===== config.mk =====
export PLATFORM = sky130hd
export DESIGN_NAME = qcnt_host_if
export DESIGN_NICKNAME = d
export VERILOG_FILES = /design/src/rtl/qcnt_pkg.sv /design/src/rtl/qcnt_cmd_dec.sv /design/src/rtl/qcnt_byte_ptr.sv /design/src/rtl/qcnt_preset_reg.sv /design/src/rtl/qcnt_host_if.sv
export SDC_FILE = /design/constraint.sdc
export NUM_CORES = 1
export LEC_CHECK = 0
export BUFFER_PORTS_ARGS = -buffer_cell sky130_fd_sc_hd__buf_2
export CAP_MARGIN = 10
export CORE_MARGIN = 2
export CORE_UTILIZATION = 40
export CTS_CLUSTER_SIZE = 10
export DETAILED_ROUTE_END_ITERATION = 6
export PLACE_DENSITY = 0.75
export SETUP_SLACK_MARGIN = 0.3
export SYNTH_ARGS = -nofsm -noshare
export SYNTH_HDL_FRONTEND = slang
export SYNTH_HIERARCHICAL = 1
export SYNTH_SLANG_ARGS = --single-unit
export TNS_END_PERCENT = 100

===== constraint.sdc =====
create_clock -name clk -period 2.5 [get_ports clk]
set_clock_uncertainty 0.05 [all_clocks]
set_input_delay 0.125 -clock clk [delete_from_list [all_inputs] [get_ports clk]]
set_output_delay 0.125 -clock clk [all_outputs]
set_load 0.02 [all_outputs]

===== src/rtl/qcnt_pkg.sv =====
package qcnt_pkg;
   // action codes in the 000 group (exact match)
   localparam logic [7:0] CMD_PTR_RST   = 8'h01;
   localparam logic [7:0] CMD_CLR_FLAGS = 8'h02;
   localparam logic [7:0] CMD_CLR_ERR   = 8'h06;
   localparam logic [7:0] CMD_XFER      = 8'h08;
   localparam logic [7:0] CMD_LATCH     = 8'h11;

   // group select in bits [7:5]
   localparam logic [2:0] GRP_ACT  = 3'b000;
   localparam logic [2:0] GRP_MODE = 3'b001;
   localparam logic [2:0] GRP_IOC  = 3'b010;
   localparam logic [2:0] GRP_IDX  = 3'b011;

   typedef struct packed {
      logic ptr_rst;
      logic latch;
      logic xfer;
      logic clr_flags;
      logic clr_err;
      logic ld_mode;
      logic ld_ioc;
      logic ld_idx;
   } cmd_t;
endpackage


===== src/rtl/qcnt_cmd_dec.sv =====
module qcnt_cmd_dec
   import qcnt_pkg::*;
(
   input  logic       valid,
   input  logic [7:0] code,
   output cmd_t       cmd
);
   always_comb begin
      cmd = '0;
      if (valid) begin
         case (code[7:5])
            GRP_ACT: begin
               case (code)
                  CMD_PTR_RST:   cmd.ptr_rst   = 1'b1;
                  CMD_LATCH:     begin
                     cmd.ptr_rst = 1'b1;
                     cmd.latch   = 1'b1;
                  end
                  CMD_XFER:      cmd.xfer      = 1'b1;
                  CMD_CLR_FLAGS: cmd.clr_flags = 1'b1;
                  CMD_CLR_ERR:   cmd.clr_err   = 1'b1;
                  default: ;
               endcase
            end
            GRP_MODE: cmd.ld_mode = 1'b1;
            GRP_IOC:  cmd.ld_ioc  = 1'b1;
            GRP_IDX:  cmd.ld_idx  = 1'b1;
            default: ;
         endcase
      end
   end
endmodule


===== src/rtl/qcnt_byte_ptr.sv =====
module qcnt_byte_ptr #(
   parameter int NBYTES = 3,
   localparam int PW = (NBYTES > 1) ? $clog2(NBYTES) : 1
) (
   input  logic          clk,
   input  logic          rst_n,
   input  logic          clr,
   input  logic          step,
   output logic [PW-1:0] ptr
);
   localparam logic [PW-1:0] LAST = PW'(NBYTES - 1);

   always_ff @(posedge clk) begin
      if (!rst_n)         ptr <= '0;
      else if (clr)       ptr <= '0;
      else if (step)      ptr <= (ptr == LAST) ? '0 : ptr + 1'b1;
   end

   // the pointer wraps after the last byte
   a_r2_wrap: assert property (@(posedge clk) disable iff (!rst_n)
      (step && !clr && ptr == LAST) |=> (ptr == '0));
   // a reset command returns the pointer to byte 0
   a_r3_clear: assert property (@(posedge clk) disable iff (!rst_n)
      clr |=> (ptr == '0));
   a_r2_range: assert property (@(posedge clk) disable iff (!rst_n)
      (ptr <= LAST));
endmodule


===== src/rtl/qcnt_preset_reg.sv =====
module qcnt_preset_reg #(
   parameter int DW     = 8,
   parameter int NBYTES = 3,
   localparam int PW = (NBYTES > 1) ? $clog2(NBYTES) : 1,
   localparam int CW = DW * NBYTES
) (
   input  logic          clk,
   input  logic          rst_n,
   input  logic          we,
   input  logic [PW-1:0] sel,
   input  logic [DW-1:0] din,
   output logic [CW-1:0] q
);
   for (genvar gi = 0; gi < NBYTES; gi++) begin : g_lane
      logic [DW-1:0] lane_q;
      always_ff @(posedge clk) begin
         if (!rst_n)                          lane_q <= '0;
         else if (we && sel == PW'(gi))       lane_q <= din;
      end
      assign q[gi*DW +: DW] = lane_q;
   end

   // the preset only moves on a data-port write
   a_r2_hold: assert property (@(posedge clk) disable iff (!rst_n)
      !we |=> $stable(q));
endmodule


===== src/rtl/qcnt_host_if.sv =====
module qcnt_host_if
   import qcnt_pkg::*;
#(
   parameter int DW     = 8,
   parameter int NBYTES = 3,
   localparam int CW = DW * NBYTES,
   localparam int PW = (NBYTES > 1) ? $clog2(NBYTES) : 1
) (
   input  logic          clk,
   input  logic          rst_n,
   input  logic          host_wr,
   input  logic          host_rd,
   input  logic          host_ctl,
   input  logic [DW-1:0] host_wdata,
   output logic [DW-1:0] host_rdata,
   input  logic [CW-1:0] cnt_i,
   input  logic          borrow_i,
   input  logic          carry_i,
   input  logic          noise_i,
   input  logic          dir_up_i,
   output logic [CW-1:0] preset_o,
   output logic          xfer_o,
   output logic          clr_flags_o,
   output logic          clr_err_o,
   output logic [1:0]    count_mode_o,
   output logic [1:0]    quad_scale_o,
   output logic          ab_en_o,
   output logic          idx_preset_o,
   output logic          idx_sync_o,
   output logic          idx_pol_o
);
   if (DW != 8) begin : g_bad_dw
      $error("qcnt_host_if: command codes are byte codes, DW must be 8");
   end
   if (NBYTES < 1) begin : g_bad_nb
      $error("qcnt_host_if: NBYTES must be at least 1");
   end

   cmd_t          cmd;
   logic [PW-1:0] wp, rp;
   logic [CW-1:0] latch_q;
   logic [DW-1:0] lat_b [NBYTES];
   logic [DW-1:0] flag_b;
   logic [3:0]    mode_q;
   logic [1:0]    ioc_q, idx_q;
   logic          xfer_q, clrf_q, clre_q;

   wire ctl_wr  = host_wr &&  host_ctl;
   wire dat_wr  = host_wr && !host_ctl;
   wire dat_rd  = host_rd && !host_ctl;

   qcnt_cmd_dec u_dec (
      .valid (ctl_wr),
      .code  (host_wdata[7:0]),
      .cmd   (cmd)
   );

   qcnt_byte_ptr #(.NBYTES(NBYTES)) u_wptr (
      .clk (clk), .rst_n (rst_n), .clr (cmd.ptr_rst), .step (dat_wr), .ptr (wp)
   );

   qcnt_byte_ptr #(.NBYTES(NBYTES)) u_rptr (
      .clk (clk), .rst_n (rst_n), .clr (cmd.ptr_rst), .step (dat_rd), .ptr (rp)
   );

   qcnt_preset_reg #(.DW(DW), .NBYTES(NBYTES)) u_preset (
      .clk (clk), .rst_n (rst_n), .we (dat_wr), .sel (wp),
      .din (host_wdata), .q (preset_o)
   );

   // count snapshot
   always_ff @(posedge clk) begin
      if (!rst_n)         latch_q <= '0;
      else if (cmd.latch) latch_q <= cnt_i;
   end

   for (genvar gi = 0; gi < NBYTES; gi++) begin : g_lat
      assign lat_b[gi] = latch_q[gi*DW +: DW];
   end

   always_comb begin
      flag_b    = '0;
      flag_b[0] = borrow_i;
      flag_b[1] = carry_i;
      flag_b[4] = noise_i;
      flag_b[5] = dir_up_i;
   end

   always_ff @(posedge clk) begin
      if (!rst_n)       host_rdata <= '0;
      else if (host_rd) host_rdata <= host_ctl ? flag_b : lat_b[rp];
   end

   // configuration registers
   always_ff @(posedge clk) begin
      if (!rst_n) begin
         mode_q <= '0;
         ioc_q  <= '0;
         idx_q  <= '0;
      end else begin
         if (cmd.ld_mode) mode_q <= host_wdata[4:1];
         if (cmd.ld_ioc)  ioc_q  <= host_wdata[1:0];
         if (cmd.ld_idx)  idx_q  <= host_wdata[1:0];
      end
   end

   // one-cycle strobes
   always_ff @(posedge clk) begin
      if (!rst_n) begin
         xfer_q <= 1'b0;
         clrf_q <= 1'b0;
         clre_q <= 1'b0;
      end else begin
         xfer_q <= cmd.xfer;
         clrf_q <= cmd.clr_flags;
         clre_q <= cmd.clr_err;
      end
   end

   assign xfer_o       = xfer_q;
   assign clr_flags_o  = clrf_q;
   assign clr_err_o    = clre_q;
   assign count_mode_o = mode_q[1:0];
   assign quad_scale_o = mode_q[3:2];
   assign ab_en_o      = ioc_q[0];
   assign idx_preset_o = ioc_q[1];
   assign idx_sync_o   = idx_q[0];
   assign idx_pol_o    = idx_q[1];

   // a transfer strobe follows a 0x08 write on the control port
   a_r4_xfer_src: assert property (@(posedge clk) disable iff (!rst_n)
      xfer_o |-> $past(host_wr && host_ctl && host_wdata == CMD_XFER));
   // the snapshot holds unless a latch command arrives
   a_r5_latch_hold: assert property (@(posedge clk) disable iff (!rst_n)
      !(host_wr && host_ctl && host_wdata == CMD_LATCH) |=> $stable(latch_q));
   // strobes never overlap
   a_r6_strobe_excl: assert property (@(posedge clk) disable iff (!rst_n)
      $onehot0({xfer_o, clr_flags_o, clr_err_o}));
   // codes with the top bit set change nothing
   a_r11_ignore: assert property (@(posedge clk) disable iff (!rst_n)
      (host_wr && host_ctl && host_wdata[7]) |=>
         ($stable({mode_q, ioc_q, idx_q, wp, rp}) && !xfer_o && !clr_flags_o && !clr_err_o));
endmodule


==> results of run 1 <==
per-layer routing:
metal,routed length [um],share of wire (%)
met5,0,0
met4,81,1.2
met3,324,4.8
met2,3320,49
met1,3040,45
cells in the mapped netlist (3+ instances only):
library cell,instances
and2_1,5
nor3_1,4
a21oi_1,6
dfxtp_1,71
buf_6,6
mux2i_1,64
o221ai_1,3
clkbuf_1,7
buf_2,4
nand2b_1,8
nor2b_1,33
or3b_1,3
o2bb2ai_1,4
nand2_1,33
a2bb2oi_1,4
nand3b_1,4
a32o_1,4
inv_1,4
final cells by class:
type                            instances  area, um^2
Tap cell                               99         124
Fill cell                             664        3370
Timing Repair Buffer                  108         656
Multi-Input combinational cell        188        1440
Clock buffer                           10         138
Sequential cell                        71        1420
Inverter                                4        15.0
Clock inverter                          6        92.6
flip-flops by register name, summed over array words and instances, names as in the netlist:
name,flops
idx_q,2
xfer_o,1
u_rptr/ptr,2
u_wptr/ptr,2
clr_err_o,1
host_rdata,8
clr_flags_o,1
u_preset/g_lane.lane_q,24
ioc_q,2
mode_q,4
latch_q,24
power groups by stage:
stage	combinational [mW]	sequential, mW	clock, mW
finish	0.203	1.16	1.03
global route	0.219	1.17	1.11
CTS	0.202	1.16	1.06
detailed placement	0.177	1.19	0
global placement	0.174	1.19	0
floorplan	0.0943	1.21	0
cell families after synthesis:
kind of cell | Yosys count
compound gates | 24
buf+inv | 22
flops | 71
mux | 64
simple gates | 100
worst min-delay path, stage by stage:
cell and delay, ns:
buf_2 0.09, mux2i_1 0.06, nor2b_1 0.10
worst max-delay path by stage:
stage / startpoint / end / slack (ns) / cells past startpoint
2_1_floorplan: host_wdata[6] / latch_q[0] / 0.85 / 6
3_3_place_gp: host_wdata[6] / latch_q[23] / 0.60 / 6
3_5_place_dp: host_wdata[6] / latch_q[15] / 0.55 / 6
4_1_cts: host_wdata[6] / latch_q[15] / 0.93 / 6
5_1_grt: host_wdata[6] / latch_q[1] / 0.80 / 6
6_report: host_wdata[6] / latch_q[15] / 0.89 / 6
==> flow_metrics.tcl, run 1 <==
set metrics [dict create \
    cellLeakagePower_nw 1.62 \
    syn_area_mm2 0.00301 \
    first_global_vias 2373 \
    internal-power_mw 1.84 \
    cts.sink_count 71 \
    gr-usage-all-layers_pct 16.9 \
    achievable-frequency_mhz 620 \
    antenna_found_initial 0 \
    detail_route.vias_per_cell 4.79 \
    timing.critical_path.from_type "input pin" \
    report.power.total_mw 2.40 \
    finalCritPeriodShare_pct 64.5 \
    synth_largest_type_area_fraction_pct 47.3 \
    largest_family_of_logic_cells_by_synthesized_area "multiplexers" \
    seq_area_frac_synth_pct 47.3 \
    finalWeightedCongestion 0.767 \
    synth_xor_area_share_pct 0 \
    synth_fa_ha_area_share_pct 0 \
    synth_largest_area_cell "dfxtp_1" \
    complex_gate_fraction_of_the_synthesized_area_pct 6.37 \
    area_growth_syn_to_layout_pct 29.1 \
    drt_iter0_markers 50 \
    syn_area_per_cell_um2 10.7 \
    tritoncts.num_buffers 9 \
    avgRoutedWirePerCell_um 13.9 \
    cts_repair_resize_count 0 \
    worst_hold_path.endpoint "latch_q[13]" \
    final_layout_size_suffix_gt1_share_pct 28.4 \
    first_pass_grt_wire_length_mm 11.1 \
    max_slew_margin_pct 56.6 \
    finalHoldViolCount 0 \
    drcViolationCount 0 \
    globalRoute.totalOverflow 0 \
    p_clk_share_pct 43.1 \
    crit_family "simple AND/OR/NAND/NOR gates" \
    p_sw_mw 0.561 \
    critical_path.cell_chain "buf_2 > or4_4 > nor4_4 > buf_4 > mux2i_1 > nor2b_1" \
    finish.net_count 423 \
    dpl.hpwl_mm 4.69 \
    path_max_fanout 24 \
    layout_common_cells "buf_2 (83), dfxtp_1 (71), mux2i_1 (64), nor2b_1 (33), nand2_1 (33)" \
    worstReg2RegStart "u_rptr/ptr[1]" \
    wirelength_mm 6.77 \
    syn_inst 281 \
    core.rowCount 31 \
    ios 84 \
    dpl-instance-area_mm2 0.00344 \
    drtPass1Iterations 4 \
    number_of_levels_the_h_tree_was_split_into 3 \
    maxCapViolations 0 \
    number_of_cells_in_the_finished_layout_apart_from_fillers 486 \
    port-buffer-count 83 \
    endpoint_kind "register" \
    regToRegSetupSlack_ns 0.98 \
    finalInstanceArea_mm2 0.00388 \
    critPathSlowestCell "or4_4" \
    cp.buffers_inverters 2 \
    yosysWarnings 6 \
    worstSetupPathType "input pin to register" \
    synth-edff-count 0 \
    clkLatencyLatePin_ns 0.34 \
    drtAntennaViolNets 0 \
    clock_path_buffers 2 \
    power.density_mw_per_mm2 619 \
    power_frac_seq_pct 48.5 \
    mostFrequentLayoutCell "buf_2" \
    final-max-slew-violation-count 0 \
    vdd.ir_drop.worst_v 0.000403 \
    outcome "completed" \
    finalSetupViolations 0 \
    yosysUniqueCellTypes 28 \
    timing.hold.worst.start "cnt_i[13]" \
    tritoncts "done" \
    clk_root_buffer_cell "clkbuf_8" \
    critical_path.reg2reg.endpoint "host_rdata[2]" \
    syn-num-nets 322 \
    post_synthesis_async_set_or_reset_flop_share_pct 0 \
    pwr-share-comb_pct 8.5 \
    clk_pin_slew_ns 0.08 \
    placed_cells_incl_taps 449 \
    worstPathArrival_ns 1.80 \
    grt.met1_usage_pct 20.0 \
    timing.hold.worst_path_depth 3 \
    number_of_cells_on_the_worst_reg_to_reg_path 3 \
    yosys_register_bits 71 \
    hold_path_class "input pin to register" \
    area_contributors_post_synth "dfxtp_1 (47%), mux2i_1 (21%), nor2b_1 (6.9%), nand2_1 (4.1%), buf_6 (2.2%)" \
    swShare_pct 23.3 \
    setup_ws_ns 0.888 \
    layout_min_cycle_time_ns 1.61 \
    n_antenna_cell 0 \
    route.vias.total 2327 \
    place_ws_ns 0.552 \
    cts_setup_buffers 0 \
    initial_core_utilization_pct 41.4 \
    design.core.area_mm2 0.00725 \
    top_reg_cell_synth "dfxtp_1" \
    worst_slew_pin_slew_ns 0.650 \
    grt_start_max_net_pins 34 \
    floorplan.die_area_mm2 0.00822 \
    cts_hold_buffers 21 \
    required_ns 2.68 \
    synth_simple_gate_area_share_pct 20.1 \
    utilization_pct 53.5 \
    totalNegativeSetupSlack_ns 0 \
    grt_busiest_layer "met2" \
    chipWidth_um 90.7 \
    met2_global_route_usage_pct 29.4 \
    dieHeight_um 90.7 \
    rsz0062_at_grt "no" \
    grt.met3_usage_pct 4.92 \
    yosys-mux-area-fraction_pct 21.3 \
    slowest_delay_ns 0.57 \
    hold_ws_ns 0.0186 \
]
(Power assumes the default switching activity.)
==> inputs of run 2 (changes only) <==
Settings changed: PLACE_DENSITY 0.75 to 0.77.
Clock period 2.5 ns to 1.3 ns, I/O delays scaled along.
==> run 2 against run 1 <==
The run now ends with setup timing left. Critical path type unchanged. Setup slack got worse by 0.92 ns. Critical endpoint is now latch_q[1]. Register-to-register slack got worse by 0.93 ns. Largest cell class unchanged. Die area did not move. Largest power group is now clock. Clock power rose by 130%. Wire length rose by 21%. Sequential cell count did not move.
==> flow_metrics.tcl, run 2 (synthesis results as in run 1) <==
set metrics [dict create \
    dieHeight_um 90.7 \
    first_pass_grt_wire_length_mm 12.5 \
    dpl.hpwl_mm 5.06 \
    initial_core_utilization_pct 41.4 \
    path_max_fanout 12 \
    cts.sink_count 71 \
    internal-power_mw 4.03 \
    core.rowCount 31 \
    drtPass1Iterations 4 \
    clkLatencyLatePin_ns 0.35 \
    globalRoute.totalOverflow 0 \
    finalWeightedCongestion 0.801 \
    vdd.ir_drop.worst_v 0.000906 \
    area_growth_syn_to_layout_pct 56.5 \
    port-buffer-count 83 \
    multi_input_area_mm2 0.00172 \
    finish.net_count 460 \
    maxCapViolations 0 \
    mostFrequentLayoutCell "dfxtp_1" \
    clk_root_buffer_cell "clkbuf_8" \
    timing.critical_path.from_type "input pin" \
    hold_ws_ns 0.0119 \
    avgRoutedWirePerCell_um 15.7 \
    swShare_pct 21.3 \
    power_frac_seq_pct 43.8 \
    clk_pin_slew_ns 0.07 \
    antenna_found_initial 0 \
    worst_slew_pin_slew_ns 0.290 \
    number_of_cells_on_the_worst_reg_to_reg_path 6 \
    achievable-frequency_mhz 752 \
    finalHoldViolCount 0 \
    hold_path_class "input pin to register" \
    nFillCells 569 \
    n_antenna_cell 0 \
    worstReg2RegStart "u_rptr/ptr[1]" \
    totalNegativeSetupSlack_ns -0.0403 \
    cellLeakagePower_nw 1.93 \
    critical_path.reg2reg.endpoint "host_rdata[3]" \
    route.vias.total 2573 \
    p_sw_mw 1.09 \
    layout_min_cycle_time_ns 1.33 \
    grt_start_max_net_pins 44 \
    clock_path_buffers 2 \
    tritoncts.num_buffers 9 \
    chipWidth_um 90.7 \
    area.sequential_mm2 0.00143 \
    endpoint_kind "register" \
    drt_iter0_markers 57 \
    max_slew_margin_pct 80.1 \
    design.core.area_mm2 0.00725 \
    ios 84 \
    pwr-share-comb_pct 10.6 \
    worst_hold_path.endpoint "host_rdata[0]" \
    timing.hold.worst.start "borrow_i" \
    outcome "complete, but fails checks" \
    largestRegisters "latch_q: 24 flops, u_preset/g_lane.lane_q: 24 flops, host_rdata: 8 flops" \
    final_layout_size_suffix_gt1_share_pct 42.5 \
    detail_route.vias_per_cell 4.92 \
    first_global_vias 2574 \
    timing.hold.worst_path_depth 3 \
    rsz0062_at_grt "yes" \
    power.density_mw_per_mm2 1090 \
    layout_common_cells "dfxtp_1 (65), buf_2 (61), mux2i_1 (53), buf_4 (40)" \
    drcViolationCount 0 \
    setup_ws_ns -0.0300 \
    final-max-slew-violation-count 0 \
    wirelength_mm 8.22 \
    number_of_levels_the_h_tree_was_split_into 3 \
    number_of_cells_in_the_finished_layout_apart_from_fillers 523 \
    required_ns 1.48 \
    tritoncts "done" \
    drtAntennaViolNets 0 \
    regToRegSetupSlack_ns 0.05 \
    placed_cells_incl_taps 465 \
    worstPathArrival_ns 1.51 \
    worstSetupPathType "input pin to register" \
    floorplan.die_area_mm2 0.00822 \
    p_clk_share_pct 45.6 \
    finalSetupViolations 2 \
    gr-usage-all-layers_pct 19.1 \
    finalCritPeriodShare_pct 102 \
    violations "setup timing" \
]
==> run 2: changes by cell type in the layout (fill, tap and decap cells not counted), sizes merged <==
cell and change:
clkinvlp -2, dlygate4sd3 +5, bufinv +2, clkbuf +3, inv -1, buf +30
==> run 2: worst max-delay path by stage <==
stage                   from           to  slack [ns]  cells past startpoint
2_1_floorplan  host_wdata[6]   latch_q[0]       -0.16                      6
3_3_place_gp   host_wdata[6]  latch_q[10]       -0.32                      6
3_5_place_dp   host_wdata[6]  latch_q[22]       -0.35                      6
4_1_cts        host_wdata[6]  latch_q[22]        0.02                      6
5_1_grt        host_wdata[6]   latch_q[1]       -0.06                      7
6_report       host_wdata[6]   latch_q[1]       -0.03                      7
==> run 2: final cells by class <==
type | count | area share, %
clock buffer | 11 | 3.01
clock inverter | 5 | 2.74
inverter | 4 | 0.319
multi-input combinational | 188 | 36.6
sequential | 71 | 30.5
tap | 99 | 2.63
timing repair buffer | 145 | 24.2
==> run 2: worst max-delay path: stages <==
cell and delay, ns:
buf_6 0.09, or4_4 0.55, nor4_4 0.16, buf_6 0.17, clkbuf_16 0.18, mux2i_1 0.21, nor2b_1 0.07
==> run 2: power groups by stage <==
stage | Combinational [mW] | Sequential, mW | Clock (mW)
floorplan | 0.187 | 2.32 | 0
global placement | 0.382 | 2.29 | 0
detailed placement | 0.387 | 2.29 | 0
CTS | 0.502 | 2.24 | 2.36
global route | 0.574 | 2.25 | 2.47
finish | 0.541 | 2.24 | 2.33
==> run 2: stage by stage <==
step	cell area, um^2	setup slack [ns]	total power, mW	utilization (%)
2_1_floorplan	3050	-0.158	2.51	-
3_3_place_gp	3610	-0.319	2.67	49.8
3_5_place_dp	3610	-0.347	2.68	49.8
4_1_cts	4410	0.0209	5.10	60.9
5_1_grt	4700	-0.0613	5.29	64.8
6_report	4700	-0.0300	5.12	64.8
==> run 2: what timing repair did <==
item,in CTS,in global routing
cloned,0,2
pin swaps,13,9
setup endpoints to repair,60,80
gates resized for setup,33,46
buffers inserted,10,4
hold buffers,26,0
hold endpoints to repair,26,0
==> run 2: routing by layer <==
metal | GRT usage, % | share of wire (%) | vias up
met5 | 0 | 0 | -
met4 | 5.90 | 1.0 | 0
met3 | 6.93 | 6.0 | 8
met2 | 33.5 | 51 | 89
met1 | 21.6 | 41 | 1225
li1 | - | - | 1251
==> inputs of run 3 (changes only) <==
Settings changed: SKIP_LAST_GASP set to 1.
==> run 3 against run 2 <==
Fmax shrank 1.7%. Sequential power about the same. The flow still finishes with violations (setup timing). Via count decreased by 1.5%. Highest routed layer unchanged. Count of clock-buffer cells in the layout unchanged.
==> flow_metrics.tcl, run 3 (synthesis results as in run 1) <==
set metrics [dict create \
    critical_path_launch_point "host_wdata[6]" \
    rsz0062_at_grt "yes" \
    place_ws_ns -0.347 \
    timing.critical_path.from_type "input pin" \
    design.core.area_mm2 0.00725 \
    final-max-slew-violation-count 0 \
    setup_ws_ns -0.0525 \
    hold_ws_ns 0.0166 \
    chipWidth_um 90.7 \
    finalHoldViolCount 0 \
    pwr-share-comb_pct 10.5 \
    drtAntennaViolNets 0 \
    number_of_cells_in_the_finished_layout_apart_from_fillers 523 \
    violations "setup timing" \
    globalRoute.totalOverflow 0 \
    tritoncts.num_buffers 9 \
    worst_slew_pin_slew_ns 0.286 \
    worstReg2RegStart "u_rptr/ptr[1]" \
    floorplan.die_area_mm2 0.00822 \
    mostFrequentLayoutCell "dfxtp_1" \
    swShare_pct 21.1 \
    critical_path.cell_chain "buf_6 > or4_4 > nor4_4 > buf_6 > clkbuf_16 > mux2i_1 > nor2b_1" \
    slowest_delay_ns 0.55 \
    largestRegisters "latch_q: 24 flops, u_preset/g_lane.lane_q: 24 flops, host_rdata: 8 flops" \
    nFillCells 582 \
    met2_global_route_usage_pct 33.5 \
    critPathMostFrequentCell "buf_6" \
    dieHeight_um 90.7 \
    p_clk_share_pct 45.6 \
    layout_common_cells "dfxtp_1 (65), buf_2 (61), mux2i_1 (54), buf_4 (40)" \
    internal-power_mw 4.02 \
    placed_cells_incl_taps 465 \
    drt_iter0_markers 58 \
    critPathSlowestCell "or4_4" \
    outcome "complete, but fails checks" \
    grt.met3_usage_pct 6.93 \
    max_slew_margin_pct 80.4 \
    area.sequential_mm2 0.00143 \
    finalWeightedCongestion 0.801 \
    grt_busiest_layer "met2" \
    multi_input_area_mm2 0.00166 \
    number_of_levels_the_h_tree_was_split_into 3 \
    worstSetupPathType "input pin to register" \
    first_global_vias 2574 \
    cp.buffers_inverters 3 \
    tritoncts "done" \
    clk_pin_slew_ns 0.08 \
    clkLatencyLatePin_ns 0.34 \
    n_antenna_cell 0 \
    hold_path_class "input pin to register" \
    dpl.hpwl_mm 5.06 \
    detail_route.vias_per_cell 4.85 \
    crit_family "simple AND/OR/NAND/NOR gates" \
    endpoint_kind "register" \
    path_max_fanout 12 \
    achievable-frequency_mhz 739 \
    wirelength_mm 8.13 \
    ios 84 \
    finalCritPeriodShare_pct 104 \
    maxCapViolations 0 \
    required_ns 1.49 \
    gr-usage-all-layers_pct 19.1 \
    grt.met1_usage_pct 21.6 \
    route.vias.total 2534 \
    cellLeakagePower_nw 1.92 \
    first_pass_grt_wire_length_mm 12.5 \
    p_sw_mw 1.08 \
    avgRoutedWirePerCell_um 15.5 \
    power_frac_seq_pct 43.9 \
    grt_start_max_net_pins 44 \
    cts.sink_count 71 \
    port-buffer-count 83 \
    layout_min_cycle_time_ns 1.35 \
    core.rowCount 31 \
    drtPass1Iterations 4 \
    area_growth_syn_to_layout_pct 54.4 \
    finalSetupViolations 2 \
    antenna_found_initial 0 \
    vdd.ir_drop.worst_v 0.000907 \
    power.density_mw_per_mm2 1100 \
    timing.hold.worst.start "borrow_i" \
    initial_core_utilization_pct 41.4 \
    worstPathArrival_ns 1.54 \
    finish.net_count 460 \
    clock_path_buffers 2 \
    clk_root_buffer_cell "clkbuf_8" \
    final_layout_size_suffix_gt1_share_pct 41.5 \
    drcViolationCount 0 \
]
[run 3: cell counts in the layout (fill, tap and decap cells not counted)]
No cell type changed its count.
[run 3: final timing paths]
kind	endpoint	slack, ns	cells past startpoint
max	latch_q[6]	-0.05	7
min	host_rdata[0]	0.02	3
max reg2reg	host_rdata[6]	0.06	6
min reg2reg	u_preset/g_lane[0].lane_q[5]	0.41	2
[run 3: worst reg2reg max path: stages (launching register included)]
cell,delay (ns)
dfxtp_4,0.36
buf_6,0.12
buf_6,0.11
nor2b_4,0.04
buf_12,0.14
o2bb2ai_2,0.12
a32o_1,0.20
[run 3: power groups by stage]
stage / registers [mW] / clock network, mW / logic (mW)
finish: 2.24 / 2.33 / 0.534
global route: 2.24 / 2.47 / 0.567
CTS: 2.24 / 2.36 / 0.502
detailed placement: 2.29 / 0 / 0.387
global placement: 2.29 / 0 / 0.382
floorplan: 2.32 / 0 / 0.187
[run 3: layout make-up]
class                   count  area share, %
multi-input cells         188           35.7
inverters                   4          0.324
clock inverters             5           2.78
clock buffers              11           3.05
flip-flops and latches     71           30.9
well taps                  99           2.67
repair buffers            145           24.6
[run 3: timing repair]
action	CTS	global route
hold buffers	26	0
resized for setup	33	38
hold endpoints to repair	26	0
gates cloned	0	2
endpoints found under the setup margin	60	80
setup buffers	10	4
pin swaps	13	7
[run 3: per-layer routing]
layer,wire [um],vias to the layer above
li1,-,1254
met1,3410,1177
met2,4150,92
met3,478,11
met4,88,0
met5,0,-
[run 3: stage by stage]
step	utilization, %	power, mW	TNS, ns	instance area, um^2
floorplan	-	2.51	-3.21	3050
global placement	49.8	2.67	-8.48	3610
detailed placement	49.8	2.68	-9.11	3610
CTS	60.9	5.10	0	4410
global route	64.0	5.28	-0.308	4640
finish	64.0	5.10	-0.0899	4640
